===== config.mk =====
export PLATFORM = sky130hd
export DESIGN_NAME = mp_addr_filter
export DESIGN_NICKNAME = d
export VERILOG_FILES = /design/src/rtl/mp_addr_filter.sv
export SDC_FILE = /design/constraint.sdc
export NUM_CORES = 1
export LEC_CHECK = 0
export BUFFER_PORTS_ARGS = -buffer_cell sky130_fd_sc_hd__buf_2
export CORE_MARGIN = 8
export CORE_UTILIZATION = 45
export CTS_BUF_LIST = sky130_fd_sc_hd__clkbuf_16
export DETAILED_ROUTE_END_ITERATION = 12
export MAX_ROUTING_LAYER = met4
export PLACE_DENSITY_LB_ADDON = 0.2
export SETUP_SLACK_MARGIN = 0.1
export SLEW_MARGIN = 15
export SYNTH_ARGS = -nofsm -noshare
export SYNTH_HDL_FRONTEND = slang
export SYNTH_SLANG_ARGS = --single-unit

===== constraint.sdc =====
create_clock -name clk -period 1.6 [get_ports clk]
set_clock_uncertainty 0.05 [all_clocks]
set_input_delay 0.08 -clock clk [delete_from_list [all_inputs] [get_ports clk]]
set_output_delay 0.08 -clock clk [all_outputs]
set_load 0.005 [all_outputs]

===== src/rtl/mp_addr_filter.sv =====
`timescale 1ns/1ps
module mp_addr_filter #(
  parameter int DW = 8,
  parameter int AW = 3
) (
  input  logic          clk,
  input  logic          rst_n,
  input  logic          wr_en_i,
  input  logic [AW-1:0] addr_i,
  input  logic [DW-1:0] wdata_i,
  output logic [DW-1:0] rdata_o,
  input  logic          frm_vld_i,
  input  logic [DW-1:0] frm_byte_i,
  input  logic          frm_bit9_i,
  input  logic          frm_stop_i,
  output logic          rxf_o
);
  localparam int TOP = DW - 1;
  localparam logic [AW-1:0] A_CTRL = AW'(0);
  localparam logic [AW-1:0] A_NODE = AW'(1);
  localparam logic [AW-1:0] A_MASK = AW'(2);
  localparam logic [AW-1:0] A_AUX  = AW'(3);
  localparam logic [AW-1:0] A_DATA = AW'(4);

  logic mode0_q, mode1_q, mp_en_q, ferr_q, view_q, rxf_q, bit9_q;
  logic [DW-1:0] node_q, mask_q, data_q, bcast;
  logic wr_ctrl, hit_given, hit_bcast, deliver, unused_wbits;

  assign wr_ctrl   = wr_en_i && (addr_i == A_CTRL);
  assign bcast     = node_q | mask_q;
  assign hit_given = ((frm_byte_i ^ node_q) & mask_q) == '0;
  assign hit_bcast = (frm_byte_i & bcast) == bcast;
  assign deliver   = frm_vld_i && (!mp_en_q || (frm_bit9_i && (hit_given || hit_bcast)));
  assign rxf_o     = rxf_q;
  assign unused_wbits = ^wdata_i;

  always_ff @(posedge clk or negedge rst_n) begin
    if (!rst_n) begin
      mode0_q <= 1'b0;
      mode1_q <= 1'b0;
      mp_en_q <= 1'b0;
      view_q  <= 1'b0;
      node_q  <= '0;
      mask_q  <= '0;
    end else if (wr_en_i) begin
      if (addr_i == A_CTRL) begin
        if (!view_q) mode0_q <= wdata_i[TOP];
        mode1_q <= wdata_i[TOP-1];
        mp_en_q <= wdata_i[TOP-2];
      end
      if (addr_i == A_NODE) node_q <= wdata_i;
      if (addr_i == A_MASK) mask_q <= wdata_i;
      if (addr_i == A_AUX)  view_q <= wdata_i[0];
    end
  end

  always_ff @(posedge clk or negedge rst_n) begin
    if (!rst_n)                                    ferr_q <= 1'b0;
    else if (frm_vld_i && !frm_stop_i)             ferr_q <= 1'b1;
    else if (wr_ctrl && view_q && !wdata_i[TOP])   ferr_q <= 1'b0;
  end

  always_ff @(posedge clk or negedge rst_n) begin
    if (!rst_n) begin
      rxf_q  <= 1'b0;
      bit9_q <= 1'b0;
      data_q <= '0;
    end else if (deliver) begin
      rxf_q  <= 1'b1;
      bit9_q <= frm_bit9_i;
      data_q <= frm_byte_i;
    end else if (wr_ctrl && !wdata_i[0]) begin
      rxf_q  <= 1'b0;
    end
  end

  always_comb begin
    rdata_o = '0;
    case (addr_i)
      A_CTRL: begin
        rdata_o[TOP]   = view_q ? ferr_q : mode0_q;
        rdata_o[TOP-1] = mode1_q;
        rdata_o[TOP-2] = mp_en_q;
        rdata_o[1]     = bit9_q;
        rdata_o[0]     = rxf_q;
      end
      A_NODE:  rdata_o = node_q;
      A_MASK:  rdata_o = mask_q;
      A_AUX:   rdata_o[0] = view_q;
      A_DATA:  rdata_o = data_q;
      default: rdata_o = '0;
    endcase
  end
endmodule



## Yosys cells after proc, flatten, opt, wreduce, memory -nomap -nowiden

Cells that the tools add are included.

| word-level totals | value |
|---|---|
| register bits | 31 |
| input bits | 25 |
| output and inout bits | 9 |
| logic and storage cells | 51 |

| cells by class | value |
|---|---|
| equality and inequality tests | 5 |
| multiplexer cells | 9 |
| bitwise logic cells | 5 |
| reductions and logical operators | 22 |

Operators by type and width:

| operator | count |
|---|---|
| AND 8 bit | 2 |
| case mux 3 bit (4 select lines) | 1 |
| case mux 3 bit (3 select lines) | 1 |
| == test 8 bit | 1 |
| logical NOT 8 bit | 1 |
| bitwise OR 8 bit | 1 |
| AND reduction 2 bit | 4 |
| XOR 8 bit | 1 |
| logical AND 1 bit | 7 |
| == test 3 x 2 -> 1 bit, second input constant | 2 |
| two-way mux 1 bit | 5 |
| case mux 1 bit (5 select lines) | 1 |
| logical NOT 1 bit | 4 |
| case mux 1 bit (4 select lines) | 1 |
| nonzero test 2 bit | 2 |
| == test 3 x 1 -> 1 bit, second input constant | 1 |
| == test 3 bit, second input constant | 1 |
| logical NOT 3 bit | 1 |
| AND reduction 3 bit | 1 |
| logical OR 1 bit | 2 |
| inverter 1 bit | 1 |

## Logic depth before layout (Yosys ltp)

Gate-level depths: netlist (run 1).

| depth | value |
|---|---|
| word-level depth | 8 |
| gate-level depth with buffers | 7 |
| depth with buffers taken out | 5 |

## Least setup slack after synthesis (run 1)

No wires, ideal clock.

| path | value |
|---|---|
| kind | register to register |
| from | register mask_q[4] |
| to | register data_q[0] |
| setup time | 0.080 ns |
| data arrival time | 1.554 ns |
| required time | 1.470 ns |
| setup slack | -0.084 ns |
| cell stages (with the launch flop) | 8 |
| buffers on the path | 2 |
| clock period less this slack | 1.684 ns |
| cell sequence | dfrtp_1 o21bai_1 o2111ai_1 or3_1 buf_6 and2_4 buf_6 o211ai_2 |

| between the ends | value |
|---|---|
| cells in the longest elaborated chain, start to end | 7 |
| elaborated cells on any way between the ends | 9 |
| those cells by class | 1 x eq/ne; 3 x bitwise; 5 x reduce/logical |

RTL lines:

| item | line | source |
|---|---|---|
| start: declaration | 26 | `logic [DW-1:0] node_q, mask_q, data_q, bcast;` |
| start signal: assignment | 52 | `if (addr_i == A_MASK) mask_q <= wdata_i;` |
| bitwise OR 8 bit | 30 | `assign bcast = node_q \| mask_q;` |
| AND 8 bit | 32 | `assign hit_bcast = (frm_byte_i & bcast) == bcast;` |
| == test 8 bit | 32 |  |
| logical OR 1 bit (*) | 33 | `assign deliver = frm_vld_i && (!mp_en_q \|\| (frm_bit9_i && (hit_given \|\| hit_bcast)));` |
| logical AND 1 bit (*) | 33 |  |
| logical OR 1 bit (*) | 33 |  |
| logical AND 1 bit (*) | 33 |  |
| end signal: assignment | 71 | `data_q <= frm_byte_i;` |
| end: declaration | 26 |  |

Every way passes the cells marked *; elsewhere a longest branch is shown, timed or not.
A chain may end at the register's enable or synchronous reset.

## Final worst setup path (run 1)

| path | value |
|---|---|
| from | register node_q[7] |
| to | register data_q[1] |

| between the ends | value |
|---|---|
| cells in the longest elaborated chain, start to end | 7 |
| elaborated cells on any way between the ends | 10 |
| those cells by class | 1 x eq/ne; 4 x bitwise; 5 x reduce/logical |

RTL lines:

| item | line | source |
|---|---|---|
| start: declaration | 26 |  |
| start signal: assignment | 51 | `if (addr_i == A_NODE) node_q <= wdata_i;` |
| bitwise OR 8 bit / XOR 8 bit (equally long branches) | 30, 31 |  |
| AND 8 bit (on tied branches) | 32, 31 |  |
| == test 8 bit / logical NOT 8 bit (equally long branches) | 32, 31 |  |
| logical OR 1 bit (*) | 33 |  |
| logical AND 1 bit (*) | 33 |  |
| logical OR 1 bit (*) | 33 |  |
| logical AND 1 bit (*) | 33 |  |

Marked as above.

==> results of run 1 <==
-- per-stage QoR --
step	instances	hold WS, ps
after floorplan	176	-266
after global placement	267	104
after detailed placement	267	129
after CTS	282	0.906
after global routing	282	11.0
final	282	4.15
-- critical path, cell delays in order (launching register included) --
cell and delay, ps:
dfrtp_1 420, xor2_1 170, a22oi_1 240, nand4_1 230, buf_6 200, nand4_1 100, o211ai_2 90
-- layout make-up --
| cell class | count | area [sq um] |
|---|---|---|
| fill | 365 | 1600 |
| tap | 50 | 62.6 |
| timing repair buffer | 56 | 354 |
| sequential | 31 | 776 |
| inverter | 3 | 11.3 |
| clock inverter | 3 | 11.3 |
| clock buffer | 5 | 125 |
| multi-input combinational | 134 | 1010 |
-- cells by family after synthesis --
group,after synthesis
xor gates and xnor gates,8
DFF,31
buffers and inverters,12
AOI/OAI and AO/OA,48
muxes,26
and+or+nand+nor,51
-- cell usage in the layout (no fill, tap or decap), drive strengths merged --
master | Yosys | layout
buf | 5 | 54
dfrtp | 31 | 31
mux2 | 20 | 20
nand2 | 18 | 18
a22oi | 15 | 15
nor2 | 13 | 13
o21ai | 13 | 13
nand4 | 9 | 9
xor2 | 8 | 8
o211ai | 8 | 8
mux2i | 5 | 5
clkbuf | 4 | 5
and2 | 4 | 5
a21oi | 4 | 4
inv | 3 | 4
nor2b | 3 | 3
o21bai | 3 | 3
nand3 | 2 | 2
o22ai | 2 | 2
clkinv | 0 | 2
dlygate4sd3 | 0 | 2
mux4 | 1 | 1
a2bb2oi | 1 | 1
nand2b | 1 | 1
o2111ai | 1 | 1
or3 | 1 | 1
o221ai | 1 | 1
-- power groups by stage --
stage / clock network (uW) / logic, uW / registers [uW]
after floorplan: 0 / 643 / 1180
after global placement: 0 / 895 / 1230
after detailed placement: 0 / 928 / 1240
after CTS: 893 / 1030 / 1220
after global routing: 922 / 1140 / 1260
final: 878 / 1030 / 1230
-- layer usage --
layer | vias to the layer above | track usage [%] | part of all wire, %
met2 | 49 | 29.0 | 51
li1 | 759 | - | -
met1 | 784 | 20.3 | 42
met5 | - | - | 0
met3 | 13 | 3.94 | 5.3
met4 | 0 | 5.74 | 1.9
-- cell usage after synthesis, types with 2 or more instances --
library cell	count
o211ai_2	8
nor2b_1	3
a22oi_1	15
and2_1	3
buf_6	2
o21ai_1	2
buf_2	2
o21bai_1	3
xor2_1	8
o21ai_0	11
mux2i_1	5
a21oi_1	4
nand3_1	2
inv_1	3
mux2_2	20
nand2_1	18
nand4_1	9
o22ai_1	2
nor2_1	13
dfrtp_1	31
clkbuf_1	4
-- what timing repair did --
item                                   CTS  global route
pin swaps                               10             7
hold buffers                             2             0
setup endpoints to repair               12            13
endpoints found under the hold margin   32             0
resized for setup                       10             3
gates cloned                             1             0
buffers inserted                         4             0
-- worst paths after layout --
kind                        endpoint  slack, ps  depth (start not counted)
setup / recovery           data_q[1]        -30                          6
setup reg to reg           data_q[1]        -30                          6
max in group asynchronous  data_q[3]        680                          2
hold / removal             mask_q[2]          4                          2
hold reg to reg              mode0_q        460                          1
min in group asynchronous  data_q[7]        340                          2
-- sequential cells by signal, indices dropped and copies added, names as in the netlist --
| signal | count |
|---|---|
| data_q | 8 |
| mask_q | 8 |
| node_q | 8 |
| bit9_q | 1 |
| ferr_q | 1 |
| mode0_q | 1 |
| mode1_q | 1 |
| mp_en_q | 1 |
| rxf_o | 1 |
| view_q | 1 |
==> run metrics, run 1 <==
Die Y=79.5 um; Avg Vias per Cell=5.69; clk slew on worst S/H paths=50 ps; post-synthesis xor/xnor area fraction=3.86%; Logic pwr share=32.9%; WL/cell=17.8 um; CP Launch Type=flop; slew margin rel.=52.2%; post-layout util=59.5%; sequential group share of total power=39.1%; die width=79.5 um; global-route wire length before repair=8300 um; IO Pins=34; complex-gate fraction of the synthesized area=20.2%; initial antenna violation count=0; Final WS setup=-33.2 ps; Placement Setup Slack=-18.0 ps; FP Rows=23; Min-Delay Startpoint=wdata_i[2]; post-synth cell types=29; total power=3140 uW; Avg Cell Area, Syn=10.3 sq um; WP data required=1700 ps; # DRC=0; core area=3940 sq um; Design Area, Final=2350 sq um; Least-Margin Pin Slew=718 ps; worst hold path class=input port to flop; # nets final=256; switching portion of total power=32.5%; nature of the critical path endpoint=flop; DR pass1 iterations=4; Initial DRC Count=74; adder-cell share of the synthesized area=0%; CTS Sinks=31; antenna-violating nets left=0; RSZ-0062 raised after global routing=true; Synth area leader=dfrtp_1; # setup viols final=9; CP startpoint=node_q[7]; number of synthesized flops with an enable pin=0; number of diodes=0; cell area after placement=2120 sq um; DPL Wire Length=3750 um; starting density of the core=46.0%; TritonCTS clock tree=yes; synth top area cells=dfrtp_1, mux2_2, a22oi_1, o211ai_2, xor2_1; Num CTS Buffers=5; final WL=5010 um; maximum VDD drop=0.919 mV; Synth Register Bits=31; post-synthesis mux area share=16.4%; synthesis-to-layout area growth=29.5%; H-tree levels=2; GR Util All Layers=17.5%; min cycle time layout=1630 ps; Post-synth top flop=dfrtp_1; max cap viols=0; worst r2r src=node_q[7]; max-slew violations=0; post-synthesis sequential area ratio=42.8%; largest family of logic cells by synthesized area=compound AO/OA/AOI/OAI gates; NetSw=1020 uW; final hold vios=0; DR vias=1605; CTS Buffer Depth=2; clk_lat worst skew=270 ps; grt ovf=0; Int Power=2120 uW; failing checks=negative setup slack; period utilization=102%; largest net degree at the start of global routing=32; CP Max Fanout=8; GP Congestion=0.907; status=finished, violations left; Leak=0.00105 uW; Clk pwr share=28.0%; clock root cell=clkbuf_16; layout cells sized above 1=41.8%; Highest Clock Rate=612 MHz; setup TNS=-190 ps; number of synthesis warnings=0; Synth Cell Area=1810 sq um; Die Area=6320 sq um; Yosys top cell area share=42.8%; Worst Path Arrival=1730 ps; PwrDens=1340 nW/um^2; syn_nets=201; WS Path Type=flop to flop; FFs w/ async S/R, synth=100%; vias in the first global route=1673; post-synthesis cell count=176; Buffers on Ports=33; Simple-Gate Fraction of Synth Area=13.3%
(Power assumes the default switching activity.)
==> run 2, diff against run 1 <==
--- a/config.mk
+++ b/config.mk
@@ -5,7 +5,9 @@
 export SDC_FILE = /design/constraint.sdc
 export NUM_CORES = 1
 export LEC_CHECK = 0
+export ABC_AREA = 1
 export BUFFER_PORTS_ARGS = -buffer_cell sky130_fd_sc_hd__buf_2
+export CORE_ASPECT_RATIO = 0.6
 export CORE_MARGIN = 8
 export CORE_UTILIZATION = 45
 export CTS_BUF_LIST = sky130_fd_sc_hd__clkbuf_16
==> run 2 against run 1 <==
  * Synthesized cell count grew 31%
  * Cell count rose by 15%
  * Critical endpoint unchanged
  * Die area decreased by 5.5%
  * First-iteration DRC count rose by 53%
  * Sequential share of layout area grew 3.3 points
  * Fmax rose by 9.0%
  * Via count increased by 2.5%
  * The run now ends clean
  * Power shrank 20%
  * Synthesized area down 8.1%
==> run metrics, run 2 <==
GP Congestion=0.881 (-3.0%); # setup viols final=0 (-9); count leader, synth=nand2_1; NetSw=785 uW (-23%); largest net degree at the start of global routing=32 (unchanged); WP data required=1720 ps (+20 ps); Leak=0.00115 uW (+9.0%); Clk pwr share=34.5% (+6.5 points); nature of the critical path endpoint=flop; RSZ-0062 raised after global routing=true; Logic pwr share=22.8% (-10 points); clk_lat worst skew=270 ps (about the same); Worst Path Arrival=1620 ps (-110 ps); clk slew on worst S/H paths=50 ps (about the same); H-tree levels=2 (unchanged); post-synthesis sequential area ratio=46.6% (+3.8 points); initial antenna violation count=0 (unchanged); Synth Register Bits=31 (unchanged); DPL Wire Length=3390 um (-9.5%); Reg area=777 sq um (+0.16%); number of synthesis warnings=0 (unchanged); GR Util All Layers=16.9% (-0.54 points); min cycle time layout=1500 ps (-134 ps); commonest non-fill, non-tap cell in the layout=nand2_1; number of synthesized flops with an enable pin=0 (unchanged); Initial DRC Count=113 (+53%); period utilization=93.7% (-8.4 points); max cap viols=0 (unchanged); # nets final=303 (+18%); clock root cell=clkbuf_16; FP Rows=17 (-26%); Post-synth top flop=dfrtp_1; commonest cells in the synthesized netlist=nand2_1, dfrtp_1, inv_1; Buffers on Ports=33 (unchanged); Die Area=5970 sq um (-5.5%); max-slew violations=0 (unchanged); CP Launch Type=flop; FFs w/ async S/R, synth=100% (unchanged); area of the multi-input gates=805 sq um (-20%); total power=2520 uW (-20%); Synth Cell Area=1670 sq um (-8.1%); Yosys top cell area share=46.6% (+3.8 points); FILL cells=351 (-3.8%); global-route wire length before repair=7670 um (-7.7%); layout cells sized above 1=24.8% (-17 points); commonest non-fill, non-tap cells in the layout=nand2_1, buf_2, dfrtp_1; Die Y=63.1 um (-21%); final hold vios=0 (unchanged); Num CTS Buffers=5 (unchanged); synth top area cells=dfrtp_1, nand2_1, o21ai_0, inv_1, nand3_1; post-layout util=59.1% (-0.47 points); die width=94.5 um (+19%); starting density of the core=46.1% (+0.070 points); switching portion of total power=31.1% (-1.4 points); Least-Margin Pin Slew=392 ps (-326 ps); CTS Sinks=31 (unchanged); Highest Clock Rate=667 MHz (+9.0%); status=finished, final reports clean; # DRC=0 (unchanged); Int Power=1740 uW (-18%); DR vias=1645 (+2.5%); WL/cell=14.2 um (-20%); final WL=4620 um (-7.8%); largest registers=data_q x8, mask_q x8, node_q x8; slew margin rel.=73.9% (+22 points); maximum VDD drop=0.689 mV (-25%); Synth area leader=dfrtp_1; worst hold path class=input port to flop; worst hold slack=25.8 ps (+21.6 ps); syn_nets=255 (+27%); Avg Cell Area, Syn=7.24 sq um (-30%); IO Pins=34 (unchanged); PwrDens=1180 nW/um^2 (-12%); number of diodes=0 (unchanged); core area=3620 sq um (-8.3%); synthesis-to-layout area growth=28.2%; sequential group share of total power=42.7% (+3.6 points); post-synth cell types=19 (-34%); CP Max Fanout=6 (-2); antenna-violating nets left=0 (unchanged); vias in the first global route=1570 (-6.2%); post-synthesis cell count=230 (+31%); Avg Vias per Cell=5.06 (-11%); DR pass1 iterations=4 (unchanged); TritonCTS clock tree=yes; WS Path Type=flop to flop; grt ovf=0 (unchanged); CTS Buffer Depth=2 (unchanged)
[run 2: power by group through the flow]
| stage | registers, uW | clock network (uW) | logic (uW) |
|---|---|---|---|
| after floorplan | 1030 | 0 | 328 |
| after global placement | 1070 | 0 | 474 |
| after detailed placement | 1070 | 0 | 485 |
| after CTS | 1060 | 881 | 494 |
| after global routing | 1100 | 916 | 660 |
| final | 1080 | 869 | 576 |
[run 2: through the flow]
| step | std cells | setup TNS, ps | setup WS [ps] | cell area, sq um |
|---|---|---|---|---|
| floorplan | 230 | 0 | 311 | 1670 |
| global placement | 309 | 0 | 102 | 1880 |
| detailed placement | 309 | 0 | 64.0 | 1880 |
| CTS | 318 | 0 | 112 | 2040 |
| global route | 325 | -144 | -21.9 | 2140 |
| finish | 325 | 0 | 101 | 2140 |
[run 2: final cells by class]
cell class | instances | share of cell area (%)
clock inverters | 2 | 0.410
flip-flops and latches | 31 | 36.4
inverters | 32 | 5.62
clock buffers | 5 | 5.86
multi-input cells | 166 | 37.7
well taps | 47 | 2.75
repair buffers | 42 | 11.3
[run 2: final timing paths]
check	start	to	slack [ps]	cells after the start
setup / recovery	node_q[0]	data_q[1]	100	12
hold / removal	wdata_i[4]	mask_q[4]	30	3
setup reg to reg	node_q[0]	data_q[1]	100	12
hold reg to reg	bit9_q	bit9_q	420	2
max in group asynchronous	rst_n	node_q[3]	890	3
min in group asynchronous	rst_n	node_q[6]	300	3
[run 2: repair_timing]
| action | CTS | global route |
|---|---|---|
| setup buffers | 0 | 5 |
| gates cloned | 0 | 2 |
| setup endpoints to repair | 9 | 11 |
| pin swaps | 0 | 9 |
| resized for setup | 2 | 19 |
| hold buffers | 2 | 0 |
| endpoints found under the hold margin | 32 | 0 |
[run 2: per-layer routing]
metal / track usage, % / up-vias / wire (um) / part of all wire [%]
li1: - / 834 / - / -
met1: 23.6 / 750 / 2230 / 48
met2: 22.5 / 56 / 1960 / 42
met3: 4.96 / 5 / 371 / 8.0
met4: 5.80 / 0 / 56 / 1.2
met5: - / - / 0 / 0
[run 2: worst max-delay path: stages (launching register included)]
cell	delay (ps)
dfrtp_1	420
inv_2	70
nand2_1	50
nand3_1	80
nand2_1	60
nor2_1	80
nand2_1	70
nand2_1	80
nand2_2	80
nand2_4	140
nand2_8	80
nand2_2	90
nand2_2	40
[run 2: cell families after synthesis]
| kind of cell | Yosys count | synth area share, % |
|---|---|---|
| compound gates | 40 | 13.7 |
| buf+inv | 35 | 8.41 |
| flops | 31 | 46.6 |
| simple gates | 124 | 31.3 |
==> run 3, diff against run 2 <==
--- a/config.mk
+++ b/config.mk
@@ -12,6 +12,7 @@
 export CORE_UTILIZATION = 45
 export CTS_BUF_LIST = sky130_fd_sc_hd__clkbuf_16
 export DETAILED_ROUTE_END_ITERATION = 12
+export GPL_TIMING_DRIVEN = 0
 export MAX_ROUTING_LAYER = met4
 export PLACE_DENSITY_LB_ADDON = 0.2
 export SETUP_SLACK_MARGIN = 0.1
==> run 3 against run 2 <==
  * Global-route usage up 0.35 points
  * Setup slack better by 17 ps
  * Sequential share of layout area is 0.059 points higher
  * Wire length grew 2.6%
  * Worst hold slack worse by 6.5 ps
  * Sequential power is essentially flat
  * Via count is 1.8% higher
  * Critical path type unchanged
  * Largest power group unchanged
  * Highest routed layer unchanged
==> run metrics, run 3 (synthesis results as in run 2) <==
Initial DRC Count=122 (+8.0%); maximum VDD drop=0.617 mV (-10%); RSZ-0062 raised after global routing=true; core area=3620 sq um (unchanged); critical path's largest stage delay=440 ps (+20 ps); DPL Wire Length=3530 um (+4.2%); final WL=4740 um (+2.6%); final hold vios=0 (unchanged); FP Rows=17 (unchanged); GP Congestion=0.864 (-1.9%); synthesis-to-layout area growth=28.2% (unchanged); global-route wire length before repair=7850 um (+2.4%); Leak=0.00115 uW (+0.67%); largest net degree at the start of global routing=32 (unchanged); IO Pins=34 (unchanged); Highest Clock Rate=675 MHz (+1.1%); FILL cells=375 (+6.8%); GR Util All Layers=17.3% (+0.35 points); clk slew on worst S/H paths=50 ps (about the same); # DRC=0 (unchanged); commonest non-fill, non-tap cells in the layout=nand2_1, buf_2, dfrtp_1; Die Y=63.1 um (unchanged); DR vias=1675 (+1.8%); Avg Vias per Cell=5.12 (+1.2%); CP Launch Type=flop; number of diodes=0 (unchanged); cell area after placement=1890 sq um (+0.27%); Placement Setup Slack=114 ps (+50.4 ps); R2R cell count=10 (-2); antenna-violating nets left=0 (unchanged); TritonCTS clock tree=yes; # setup viols final=0 (unchanged); nature of the critical path endpoint=flop; vias in the first global route=1639 (+4.4%); largest registers=data_q x8, mask_q x8, node_q x8; die width=94.5 um (unchanged); CP Max Fanout=6 (unchanged); Least-Margin Pin Slew=707 ps (+315 ps); starting density of the core=46.1% (unchanged); WL/cell=14.5 um (+2.0%); slew margin rel.=52.9% (-21 points); clock root cell=clkbuf_16; status=finished, final reports clean; period utilization=92.6% (-1.1 points); max cap viols=0 (unchanged); WP data required=1760 ps (+40 ps); Final WS setup=118 ps (+17.0 ps); CP cell instances=o21ai_1 -> nand2_1 -> nor2_1 -> nand2_1 -> nand2_1 -> nand2_2 -> nand2_4 -> buf_4 -> nand3_1 -> nand2_1; CP dominant cell by count=nand2_1; H-tree levels=2 (unchanged); clk_lat worst skew=280 ps (about the same); slowest CP cell=dfrtp_2; CTS Buffer Depth=2 (unchanged); layout cells sized above 1=22.5% (-2.3 points); worst hold slack=19.3 ps (-6.47 ps); commonest non-fill, non-tap cell in the layout=nand2_1; Hold Crit Depth=3 (unchanged); grt ovf=0 (unchanged); initial antenna violation count=0 (unchanged); # nets final=305 (+0.66%); worst hold path class=input port to flop; Num CTS Buffers=5 (unchanged); max-slew violations=0 (unchanged); Buffers on Ports=33 (unchanged); Worst Path Arrival=1640 ps (+20 ps); min cycle time layout=1480 ps (-17.0 ps); Design Area, Final=2140 sq um (unchanged); PwrDens=1180 nW/um^2 (+0.14%); WS Path Type=flop to flop; DR pass1 iterations=4 (unchanged); Die Area=5970 sq um (unchanged); CTS Sinks=31 (unchanged)
run 3: cell type report:
| type | count | area [sq um] | area share [%] |
|---|---|---|---|
| multi-input combinational | 164 | 772 | 36.1 |
| buffer | 3 | 20.0 | 0.937 |
| inverter | 32 | 120 | 5.62 |
| clock buffer | 5 | 125 | 5.86 |
| sequential | 31 | 778 | 36.4 |
| timing repair buffer | 43 | 253 | 11.8 |
| tap | 47 | 58.8 | 2.75 |
| clock inverter | 2 | 8.76 | 0.410 |
run 3: path summary, 6_finish.rpt:
kind	endpoint	from	slack [ps]
max	data_q[0]	mask_q[1]	120
min reg2reg	bit9_q	bit9_q	430
min	node_q[4]	wdata_i[4]	20
min in group asynchronous	mode1_q	rst_n	350
max reg2reg	data_q[0]	mask_q[1]	120
max in group asynchronous	mask_q[1]	rst_n	660
run 3: power breakdown:
group | switching (uW) | internal, uW
Sequential | 140 | 935
Combinational | 319 | 255
Clock | 320 | 557
Total | 779 | 1750
run 3: critical path: cells and delay by family (launching register included):
family	cells	cell delay (ps)
simple gates	8	640
flops	1	440
compound gates	1	150
buf+inv	1	140
run 3: metrics by stage:
stage / setup TNS, ps / util [%] / power, uW / instances
finish: 0 / 59.1 / 2530 / 327
global route: -24.0 / 59.1 / 2690 / 327
CTS: 0 / 56.5 / 2440 / 319
detailed placement: 0 / 52.2 / 1560 / 310
global placement: 0 / 52.2 / 1540 / 310
floorplan: 0 / - / 1360 / 230
run 3: routing by layer:
layer	wire [um]	vias up	GRT usage, %
met4	47	0	4.64
met3	433	7	5.91
met2	1960	64	23.4
met1	2300	757	23.7
li1	-	847	-
met5	0	-	-
run 3: timing repair:
item | 4_1_cts | 5_1_grt
hold buffers | 2 | 0
buffers inserted | 0 | 8
resized for setup | 0 | 14
hold endpoints to repair | 32 | 0
setup endpoints to repair | 0 | 11
